<file path="config.mk">
export PLATFORM = sky130hd
export DESIGN_NAME = pll_crawl_seq
export DESIGN_NICKNAME = d
export VERILOG_FILES = /design/src/rtl/pll_crawl_pkg.sv /design/src/rtl/crawl_rdiv.sv /design/src/rtl/crawl_eligibility.sv /design/src/rtl/pll_crawl_seq.sv
export SDC_FILE = /design/constraint.sdc
export NUM_CORES = 2
export LEC_CHECK = 0
export BUFFER_PORTS_ARGS = -buffer_cell sky130_fd_sc_hd__buf_2
export CORE_MARGIN = 2
export CORE_UTILIZATION = 55
export CTS_CLUSTER_SIZE = 28
export DETAILED_ROUTE_END_ITERATION = 10
export PLACE_DENSITY = 0.86
export SYNTH_ARGS = -nofsm -noshare
export SYNTH_HDL_FRONTEND = slang
export SYNTH_HIERARCHICAL = 1
export SYNTH_SLANG_ARGS = --single-unit
</file>
<file path="constraint.sdc">
create_clock -name clk -period 34.2 [get_ports clk]
set_clock_uncertainty 0.2 [all_clocks]
set_input_delay 5.13 -clock clk [delete_from_list [all_inputs] [get_ports clk]]
set_output_delay 5.13 -clock clk [all_outputs]
set_load 0.02 [all_outputs]
</file>
<file path="src/rtl/pll_crawl_pkg.sv">
package pll_crawl_pkg;

    localparam int PLL_EN_BIT   = 31;
    localparam int PLL_REQ_BIT  = 23;
    localparam int MULT_W       = 8;

    typedef enum logic [2:0] {
        ST_IDLE,
        ST_PLAN,
        ST_REQ,
        ST_WAIT_ACK,
        ST_RELIGHT,
        ST_WAIT_LOCK
    } seq_state_e;

    typedef enum logic [1:0] {
        PATH_NONE,
        PATH_CRAWL,
        PATH_FULL
    } crawl_path_e;

    // Build a control word from its fields; unused bits stay zero.
    function automatic logic [31:0] ctl_word(input logic en, input logic req,
                                             input logic [MULT_W-1:0] mult);
        logic [31:0] w;
        w = '0;
        w[PLL_EN_BIT]  = en;
        w[PLL_REQ_BIT] = req;
        w[MULT_W-1:0]  = mult;
        return w;
    endfunction

endpackage

</file>
<file path="src/rtl/crawl_rdiv.sv">
// Rounded (half up) unsigned division; a zero divisor yields zero.
module crawl_rdiv #(
    parameter int NUM_W = 16,
    parameter int DEN_W = 16,
    parameter int Q_W   = 16
) (
    input  logic [NUM_W-1:0] num,
    input  logic [DEN_W-1:0] den,
    output logic [Q_W-1:0]   quo
);
    localparam int SW = ((NUM_W > DEN_W) ? NUM_W : DEN_W) + 1;

    logic [SW-1:0] den_w;
    logic [SW-1:0] sum_w;
    logic [SW-1:0] q_w;

    assign den_w = SW'(den);
    assign sum_w = SW'(num) + (den_w >> 1);
    assign q_w   = (den_w == '0) ? '0 : (sum_w / den_w);
    assign quo   = Q_W'(q_w);

endmodule

</file>
<file path="src/rtl/crawl_eligibility.sv">
// Chooses how a configuration change is applied.
module crawl_eligibility
    import pll_crawl_pkg::*;
#(
    parameter int FREQ_W = 16
) (
    input  logic              crawl_en,
    input  logic [FREQ_W-1:0] cur_vco,
    input  logic [FREQ_W-1:0] cur_cdclk,
    input  logic [FREQ_W-1:0] cur_ref,
    input  logic [FREQ_W-1:0] new_vco,
    input  logic [FREQ_W-1:0] new_cdclk,
    input  logic [FREQ_W-1:0] new_ref,
    output crawl_path_e       path
);
    logic [FREQ_W-1:0] cur_div;
    logic [FREQ_W-1:0] new_div;

    crawl_rdiv #(.NUM_W(FREQ_W), .DEN_W(FREQ_W), .Q_W(FREQ_W)) u_cur_div (
        .num(cur_vco), .den(cur_cdclk), .quo(cur_div)
    );

    crawl_rdiv #(.NUM_W(FREQ_W), .DEN_W(FREQ_W), .Q_W(FREQ_W)) u_new_div (
        .num(new_vco), .den(new_cdclk), .quo(new_div)
    );

    logic both_on;
    logic same_div;

    always_comb begin
        both_on  = (cur_vco != '0) && (new_vco != '0);
        same_div = (cur_div == new_div);
        if (cur_vco == new_vco) begin
            path = PATH_NONE;
        end else if (crawl_en && both_on && (cur_ref == new_ref) && same_div) begin
            path = PATH_CRAWL;
        end else begin
            path = PATH_FULL;
        end
    end

endmodule

</file>
<file path="src/rtl/pll_crawl_seq.sv">
module pll_crawl_seq
    import pll_crawl_pkg::*;
#(
    parameter int FREQ_W     = 16,
    parameter int CLK_MHZ    = 200,
    parameter int TIMEOUT_US = 200
) (
    input  logic              clk,
    input  logic              rst_n,
    input  logic              start,
    input  logic              crawl_en,
    input  logic [FREQ_W-1:0] tgt_vco,
    input  logic [FREQ_W-1:0] tgt_cdclk,
    input  logic [FREQ_W-1:0] tgt_ref,
    output logic              busy,
    output logic              done,
    output logic              err,
    output logic [FREQ_W-1:0] cur_vco,
    output logic              pll_wr_en,
    output logic [31:0]       pll_wr_data,
    input  logic              pll_lock,
    input  logic              pll_ack
);
    localparam int TMO_CYC = CLK_MHZ * TIMEOUT_US;
    localparam int TMR_W   = $clog2(TMO_CYC + 1);

    typedef struct packed {
        seq_state_e        st;
        crawl_path_e       path;
        logic              busy;
        logic              done;
        logic              err;
        logic              wr_en;
        logic [31:0]       wr_data;
        logic [TMR_W-1:0]  tmr;
        logic              new_crawl_en;
        logic [FREQ_W-1:0] new_vco;
        logic [FREQ_W-1:0] new_cdclk;
        logic [FREQ_W-1:0] new_ref;
        logic [FREQ_W-1:0] now_vco;
        logic [FREQ_W-1:0] now_cdclk;
        logic [FREQ_W-1:0] now_ref;
    } seq_regs_t;

    seq_regs_t q, d;

    crawl_path_e       path_w;
    logic [MULT_W-1:0] mult_w;
    logic              tmo_w;

    crawl_rdiv #(.NUM_W(FREQ_W), .DEN_W(FREQ_W), .Q_W(MULT_W)) u_mult (
        .num(q.new_vco), .den(q.new_ref), .quo(mult_w)
    );

    crawl_eligibility #(.FREQ_W(FREQ_W)) u_elig (
        .crawl_en (q.new_crawl_en),
        .cur_vco  (q.now_vco),
        .cur_cdclk(q.now_cdclk),
        .cur_ref  (q.now_ref),
        .new_vco  (q.new_vco),
        .new_cdclk(q.new_cdclk),
        .new_ref  (q.new_ref),
        .path     (path_w)
    );

    assign tmo_w = (q.tmr == TMR_W'(TMO_CYC - 1));

    always_comb begin
        logic fin;
        fin       = 1'b0;
        d         = q;
        d.done    = 1'b0;
        d.wr_en   = 1'b0;
        unique case (q.st)
            ST_IDLE: begin
                if (start) begin
                    d.st           = ST_PLAN;
                    d.busy         = 1'b1;
                    d.err          = 1'b0;
                    d.new_crawl_en = crawl_en;
                    d.new_vco      = tgt_vco;
                    d.new_cdclk    = tgt_cdclk;
                    d.new_ref      = tgt_ref;
                end
            end
            ST_PLAN: begin
                d.path = path_w;
                unique case (path_w)
                    PATH_CRAWL: begin
                        d.wr_en   = 1'b1;
                        d.wr_data = ctl_word(1'b1, 1'b0, mult_w);
                        d.st      = ST_REQ;
                    end
                    PATH_FULL: begin
                        d.wr_en = 1'b1;
                        if (q.now_vco != '0) begin
                            d.wr_data = '0;
                            if (q.new_vco != '0) begin
                                d.st = ST_RELIGHT;
                            end else begin
                                fin = 1'b1;
                            end
                        end else begin
                            d.wr_data = ctl_word(1'b1, 1'b0, mult_w);
                            d.tmr     = '0;
                            d.st      = ST_WAIT_LOCK;
                        end
                    end
                    default: fin = 1'b1;
                endcase
            end
            ST_REQ: begin
                d.wr_en   = 1'b1;
                d.wr_data = ctl_word(1'b1, 1'b1, mult_w);
                d.tmr     = '0;
                d.st      = ST_WAIT_ACK;
            end
            ST_WAIT_ACK: begin
                if ((pll_lock && pll_ack) || tmo_w) begin
                    d.wr_en   = 1'b1;
                    d.wr_data = ctl_word(1'b1, 1'b0, mult_w);
                    d.err     = !(pll_lock && pll_ack);
                    fin       = 1'b1;
                end else begin
                    d.tmr = q.tmr + 1'b1;
                end
            end
            ST_RELIGHT: begin
                d.wr_en   = 1'b1;
                d.wr_data = ctl_word(1'b1, 1'b0, mult_w);
                d.tmr     = '0;
                d.st      = ST_WAIT_LOCK;
            end
            ST_WAIT_LOCK: begin
                if (pll_lock || tmo_w) begin
                    d.err = !pll_lock;
                    fin   = 1'b1;
                end else begin
                    d.tmr = q.tmr + 1'b1;
                end
            end
            default: d.st = ST_IDLE;
        endcase
        if (fin) begin
            d.st        = ST_IDLE;
            d.busy      = 1'b0;
            d.done      = 1'b1;
            d.now_vco   = q.new_vco;
            d.now_cdclk = q.new_cdclk;
            d.now_ref   = q.new_ref;
        end
    end

    always_ff @(posedge clk) begin
        if (!rst_n) begin
            q <= '0;
        end else begin
            q <= d;
        end
    end

    assign busy        = q.busy;
    assign done        = q.done;
    assign err         = q.err;
    assign cur_vco     = q.now_vco;
    assign pll_wr_en   = q.wr_en;
    assign pll_wr_data = q.wr_data;

    // completion coincides with busy falling
    a_r10_done_ends_busy: assert property (@(posedge clk) disable iff (!rst_n)
        q.done |-> (!q.busy && $past(q.busy)));

    // the latched target does not move while an operation runs
    a_r11_start_ignored: assert property (@(posedge clk) disable iff (!rst_n)
        (q.busy && start) |=> $stable(q.new_vco));

    // every crawl write keeps the PLL enabled
    a_r3_crawl_keeps_enable: assert property (@(posedge clk) disable iff (!rst_n)
        (q.wr_en && q.path == PATH_CRAWL) |-> q.wr_data[PLL_EN_BIT]);

    // a successful crawl drops the request only after lock and ack
    a_r4_ack_before_release: assert property (@(posedge clk) disable iff (!rst_n)
        (q.wr_en && q.path == PATH_CRAWL && q.st == ST_IDLE && !q.err)
        |-> ($past(pll_lock) && $past(pll_ack)));

    // the wait timer never passes the timeout window
    a_r5_timer_bound: assert property (@(posedge clk) disable iff (!rst_n)
        q.tmr < TMR_W'(TMO_CYC));

    // the error flag can only rise together with completion
    a_r12_err_at_done: assert property (@(posedge clk) disable iff (!rst_n)
        $rose(q.err) |-> q.done);

    // an unchanged VCO produces no write
    a_r7_no_write_when_same: assert property (@(posedge clk) disable iff (!rst_n)
        q.wr_en |-> (q.path != PATH_NONE));

endmodule

</file>
After elaboration in Yosys (flattened, before gate mapping)
Cells that the tools add are included.
{"block": "word_totals", "elab_cells": 98, "output_inout_bits": 52, "input_bits": 54, "reg_bits": 152}
{"block": "classes", "n_eq_ne": 20, "n_bitwise": 2, "mux": 29, "reduce_logical": 26, "div": 3, "add_sub_neg": 4}
{"cell": "33-bit one-hot mux with 4 select lines", "n": 1}
{"cell": "16-bit two-way mux", "n": 6}
{"cell": "33-bit one-hot mux with 2 select lines", "n": 1}
{"cell": "16-bit one-hot mux with 4 select lines", "n": 1}
{"cell": "16-bit by 15-bit adder with 17-bit output", "n": 3}
{"cell": "17-bit by 16-bit divider with 17-bit output", "n": 3}
{"cell": "17-bit logical NOT", "n": 3}
{"cell": "16-bit equality test", "n": 3}
{"cell": "34-bit two-way mux", "n": 1}
{"cell": "32-bit two-way mux", "n": 1}
{"cell": "16-bit nonzero test", "n": 2}
{"cell": "16-bit by 1-bit adder with 16-bit output, second input constant", "n": 1}
{"cell": "16-bit equality test, second input constant", "n": 1}
{"cell": "3-bit one-hot mux with 5 select lines", "n": 1}
{"cell": "2-bit != test, second input constant", "n": 6}
{"cell": "3-bit two-way mux", "n": 3}
{"cell": "8-bit two-way mux", "n": 1}
{"cell": "4-bit AND reduction", "n": 2}
{"cell": "4-bit nonzero test", "n": 2}
{"cell": "1-bit two-way mux", "n": 7}
{"cell": "3-bit by 2-bit equality test with 1-bit output, second input constant", "n": 2}
{"cell": "3-bit equality test, second input constant", "n": 2}
{"cell": "1-bit one-hot mux with 3 select lines", "n": 2}
{"cell": "3-bit one-hot mux with 2 select lines", "n": 1}
{"cell": "other kinds (18)", "n": 28}

Depth between registers and ports, before layout
{"block": "logic_depth", "ltp_word": 11, "depth_mapped": 181, "mapped_depth_nobuf": 170}

Hierarchy
Netlist, hierarchy kept.
{"mod": "crawl_rdiv at u_mult", "cells_per_inst": 1251, "area_per_inst_um2": 8881.0, "n_inst": 1, "seq_area_each_um2": 0.0}
{"mod": "crawl_rdiv at u_elig.u_new_div", "cells_per_inst": 1237, "area_per_inst_um2": 8511.9, "n_inst": 1, "seq_area_each_um2": 0.0}
{"mod": "crawl_rdiv at u_elig.u_cur_div", "cells_per_inst": 1176, "area_per_inst_um2": 8349.3, "n_inst": 1, "seq_area_each_um2": 0.0}
{"mod": "pll_crawl_seq", "cells_per_inst": 599, "area_per_inst_um2": 5386.4, "n_inst": 1, "seq_area_each_um2": 2602.5}
{"mod": "crawl_eligibility", "cells_per_inst": 78, "area_per_inst_um2": 618.1, "n_inst": 1, "seq_area_each_um2": 0.0}

Worst setup path before layout
OpenSTA, ideal clock, no wires.
{"block": "synth_timing", "path_type": "register to register", "start": "register q[18] (netlist name)", "end": "register q[102] (netlist name)", "stages_incl_launch_ff": 168, "setup_time_ns": 0.072, "path_slack_ns": -0.306, "t_required_ns": 33.928, "arrival_ns": 34.234, "path_buffers": 14, "path_cell_list": "dfxtp_1 > inv_1 > fa_1 > nor2b_1 > o31a_1 > and3_2 > o21ai_0 > nand2_1 > and2_1 > o21a_1 > ha_1 > nand2_1 > o221a_2 > nor3_1 > inv_1 > ha_1 > o21a_1 > o2111ai_1 > (+132 left out) > o21bai_1 > a211o_1 > a21oi_1 > a31oi_1 > xor2_1 > nor4_1 > nand2_1 > or4_4 > nor2_1 > inv_1 > ha_1 > a211oi_1 > nor4_1 > a21oi_1 > buf_2 > buf_2 > nand2_1 > mux2i_1"}
{"block": "synth_between", "elab_chain_len": 10, "elab_cells_between_ends": 11}
{"item": "start, declared", "line_no": "pll_crawl_seq.sv:45", "rtl": "seq_regs_t q, d;"}
{"item": "start signal, assigned", "line_no": "pll_crawl_seq.sv:156", "rtl": "q <= '0;"}
{"item": "start signal, assigned", "line_no": "pll_crawl_seq.sv:158", "rtl": "q <= d;"}
{"item": "16-bit by 15-bit adder with 17-bit output", "line_no": "crawl_rdiv.sv:18", "rtl": "assign sum_w = SW'(num) + (den_w >> 1);"}
{"item": "17-bit by 16-bit divider with 17-bit output", "line_no": "crawl_rdiv.sv:19", "rtl": "assign q_w = (den_w == '0) ? '0 : (sum_w / den_w);"}
{"item": "16-bit two-way mux (*)", "line_no": "crawl_rdiv.sv:19"}
{"item": "net u_elig.cur_div[0]", "line_no": "crawl_eligibility.sv:16", "rtl": "logic [FREQ_W-1:0] cur_div;"}
{"item": "16-bit equality test (*)", "line_no": "crawl_eligibility.sv:32", "rtl": "same_div = (cur_div == new_div);"}
{"item": "1-bit logical AND (*)", "line_no": "crawl_eligibility.sv:35", "rtl": "end else if (crawl_en && both_on && (cur_ref == new_ref) && same_div) begin"}
{"item": "2-bit two-way mux (*)", "line_no": "crawl_eligibility.sv:35"}
{"item": "2-bit two-way mux (*)", "line_no": "crawl_eligibility.sv:33", "rtl": "if (cur_vco == new_vco) begin"}
{"item": "net path_w[0]", "line_no": "pll_crawl_seq.sv:47", "rtl": "crawl_path_e path_w;"}
{"item": "2-bit equality test (*)", "line_no": "pll_crawl_seq.sv:88", "rtl": "unique case (path_w)"}
{"item": "2-bit by 1-bit != test with 1-bit output (no line) (*)"}
{"item": "5-bit AND reduction (no line) (*)"}
Mark *: on every way through the listed nets, which the timed path passes. The rest lies on a longest branch.
A chain may end at the register's enable or synchronous reset.

Worst setup path in the final report
{"block": "layout_timing", "start": "register q (netlist bit cur_vco[0])", "end": "register q[19] (netlist name)"}
{"block": "layout_between", "elab_chain_len": 10, "elab_cells_between_ends": 17}
{"item": "16-bit by 15-bit adder with 17-bit output (*)", "line_no": "crawl_rdiv.sv:18"}
{"item": "17-bit by 16-bit divider with 17-bit output (*)", "line_no": "crawl_rdiv.sv:19"}
{"item": "16-bit two-way mux (*)", "line_no": "crawl_rdiv.sv:19"}
{"item": "net u_elig.cur_div[0]", "line_no": "crawl_eligibility.sv:16"}
{"item": "16-bit equality test (*)", "line_no": "crawl_eligibility.sv:32"}
{"item": "1-bit logical AND (*)", "line_no": "crawl_eligibility.sv:35"}
{"item": "2-bit two-way mux (*)", "line_no": "crawl_eligibility.sv:35"}
{"item": "2-bit two-way mux (*)", "line_no": "crawl_eligibility.sv:33"}
{"item": "net path_w[0]", "line_no": "pll_crawl_seq.sv:47"}
{"item": "2-bit equality test / 2-bit by 1-bit equality test with 1-bit output (equally long branches)", "line_no": "pll_crawl_seq.sv:88"}
{"item": "1-bit one-hot mux with 2 select lines (*)", "line_no": "pll_crawl_seq.sv:88"}
{"item": "1-bit one-hot mux with 3 select lines (*)", "line_no": "pll_crawl_seq.sv:74", "rtl": "unique case (q.st)"}
Marks and branches as above.

==> summary.md <==
| Metric | Value |
|---|---|
| Post-synth cell types | 132 |
| # fillers | 4558 |
| Critical path class | register to register |
| Die area | 59700 um^2 |
| CP endpoint kind | register |
| Number of enable flip-flop cells after synthesis | 0 |
| WL/cell | 21.0 um |
| Setup TNS | 0 ns |
| CP max stage delay | 0.47 ns |
| IO buf count | 83 |
| Largest net degree at the start of global routing | 58 |
| Final cycle utilization of the critical path | 98.6% |
| Slew HR | 11.8% |
| Drt initial violations | 4463 |
| R2r endpoint | q[19] |
| DRC | 0 |
| Beginning of the critical path | cur_vco[0] |
| Count leader, synth | ha_1 |
| WHS | 0.259 ns |
| Slew Viols, Final | 0 |
| Sink Count | 130 |
| Area contributors post-synth | ha_1 20%, dfxtp_1 8.2%, a21oi_1 5.7% |
| Crit path max-delay family | compound AO/OA/AOI/OAI gates |
| Detailed-route via count | 37390 |
| CTS Buf Count | 17 |
| Status | complete, no violations |
| Final Hold Fails | 0 |
| Area leader, netlist | ha_1 |
| Flop2flop setup slack | 0.49 ns |
| Syn_area_per_cell | 7.31 um^2 |
| Fmax | 29.7 MHz |
| Worst setup margin | 0.489 ns |
| Die Ht | 244 um |
| Data required time of the worst path | 34.31 ns |
| Starting density of the core | 55.3% |
| TritonCTS clock tree | yes |
| Final setup viols | 0 |
| Critical Path Sink | q[19] |
| GR Overflow Total | 0 |
| I/O pin count | 106 |
| Tot GR Track Use | 35.2% |
| Mapped Area | 31700 um^2 |
| R2r startpoint | cur_vco[0] |
| WP buf/inv | 16 |
| Vias in the first global route | 34449 |
| Die X-Extent | 244 um |
| Hold buffers post-CTS | 0 |
| Sequential area share after synthesis | 8.20% |
| Clock Tree Root | clkbuf_16 |
| Clock transition at path regs | 0.06 ns |
| DR pass1 iterations | 8 |
| Yosys warning count | 6 |
| Gpl congestion | 1.04 |
| Final wirelength | 117000 um |
| Top FF cell, synth | dfxtp_1 |
| Post-synth top area share | 20.0% |
| Worst Hold Class | register to register |
| Async SR Flop Fraction | 0% |
| Post-route minimum period | 33.71 ns |
| Seq cells post-synth | 130 |
| Worst-margin pin slew | 1.31 ns |
| Crit-path slowest cell | or4_4 |
| Cells on worst reg2reg path | 164 |
| Post-synth top cells | 507 x ha_1, 431 x nand2_1, 399 x nor2_1 |
| Critical Path Most Common Cell | ha_1 |
| Cells after DPL | 5444 |
| Cell count along the critical path | 164 |
| Max cap viols | 0 |
| Clock H-tree levels | 4 |
| Final HPWL from detailed placement | 86100 um |
| Initial antenna violation count | 0 |
| Syn Inst Count | 4341 |
| Via/cell ratio | 6.71 |
| Register area | 2600 um^2 |
| Share of cells above drive strength 1 | 21.7% |
| Clk buf depth | 2 |
| Antenna-violating nets left | 0 |
| Row Count | 88 |
| CP max FO | 26 |
| Post-place setup slack | -1.58 ns |
| Arrival time at the worst endpoint | 33.83 ns |
| Clock Latency Late Sink | 0.44 ns |
| Setup crit start kind | register |
| Final cell count without fillers | 5571 |
| Multi-input combinational cell area | 29100 um^2 |
| First-pass GRT wire length | 174000 um |
| Area grow syn2layout | 20.2% |
| Nets | 5356 |
| Core Area | 57400 um^2 |
[registers in the layout, summed over array words and instances (netlist names)]
| register | count |
|---|---|
| busy | 1 |
| pll_wr_data | 10 |
| cur_vco | 16 |
| done | 1 |
| q | 100 |
| err | 1 |
| pll_wr_en | 1 |
[layout make-up]
class | instances | area share (%)
multi-input combinational | 3901 | 76.2
timing repair buffer | 570 | 11.3
sequential | 130 | 6.82
tap | 765 | 2.51
inverter | 172 | 1.70
clock buffer | 19 | 1.16
clock inverter | 13 | 0.357
antenna | 1 | 0.00656
[layout by cell type (no fill, tap or decap), drive strengths merged, types with 34 or more instances in the layout]
cell type | Yosys | routed
a21oi | 370 | 370
dfxtp | 130 | 130
o211ai | 60 | 60
nor2b | 59 | 59
xor2 | 134 | 134
and3 | 42 | 42
a22o | 51 | 51
nand2b | 61 | 61
a21o | 114 | 115
o31ai | 41 | 41
mux2 | 92 | 92
a31oi | 54 | 54
nand2 | 432 | 432
inv | 172 | 172
o21ai | 234 | 234
xnor2 | 166 | 166
and2 | 40 | 40
nor2 | 399 | 399
a211oi | 34 | 34
nand4 | 48 | 48
nand3 | 95 | 95
o21a | 130 | 130
or3 | 61 | 61
nor4 | 58 | 58
mux2i | 51 | 51
or2 | 42 | 42
buf | 83 | 565
ha | 507 | 507
nor3 | 152 | 152
[routing by layer]
layer | up-vias | track usage (%) | wire length (um) | part of all wire (%)
li1 | 17095 | - | - | -
met1 | 17176 | 45.1 | 45600 | 39
met2 | 2469 | 56.6 | 50800 | 43
met3 | 650 | 6.20 | 13000 | 11
met4 | 0 | 18.2 | 7560 | 6.5
met5 | - | 0 | 0 | 0
[repair_timing]
action,CTS,global route
pin swaps,6,113
resized for setup,37,281
cloned,2,9
setup buffers,7,76
setup endpoints to repair,80,80
[cell families (layout without fill, tap and decap cells)]
kind of cell	after synthesis	after routing	synth area share (%)
AOI/OAI and AO/OA	1358	1360	29.3
xor gates and xnor gates	300	300	8.28
adders and majority gates	510	510	20.2
buffers and inverters	333	774	4.96
DFF	130	130	8.20
muxes	143	143	4.91
other	1	23	0.0118
and+or+nand+nor	1566	1566	24.2
[how the worst min path moves through the flow]
stage	startpoint	to	slack, ns	cells past startpoint
finish	pll_wr_data[1]	pll_wr_data[1]	0.26	1
global placement	pll_wr_data[31]	pll_wr_data[31]	0.24	2
detailed placement	pll_wr_data[0]	pll_wr_data[0]	0.24	1
CTS	pll_wr_data[1]	pll_wr_data[1]	0.26	1
global route	pll_wr_data[1]	pll_wr_data[1]	0.28	1
floorplan	pll_wr_data[0]	pll_wr_data[0]	0.23	1
[through the flow]
stage / instance area, um^2 / util (%)
4_1_cts: 36100 / 63.0
6_report: 38200 / 66.5
3_3_place_gp: 35400 / 61.6
5_1_grt: 38200 / 66.5
2_1_floorplan: 31800 / -
3_5_place_dp: 35400 / 61.6
[worst reg2reg max path, delay by kind of cell, from the launching register on]
kind,cells,cell delay (ns)
AOI/OAI and AO/OA,85,16.99
buffers and inverters,16,2.52
xor gates and xnor gates,2,0.35
DFF,1,0.33
muxes,4,1.35
and+or+nand+nor,37,6.43
adders and majority gates,20,5.40
Power is not shown: default switching activity piles up to over one toggle a cycle in this logic, so the estimate is an artifact.
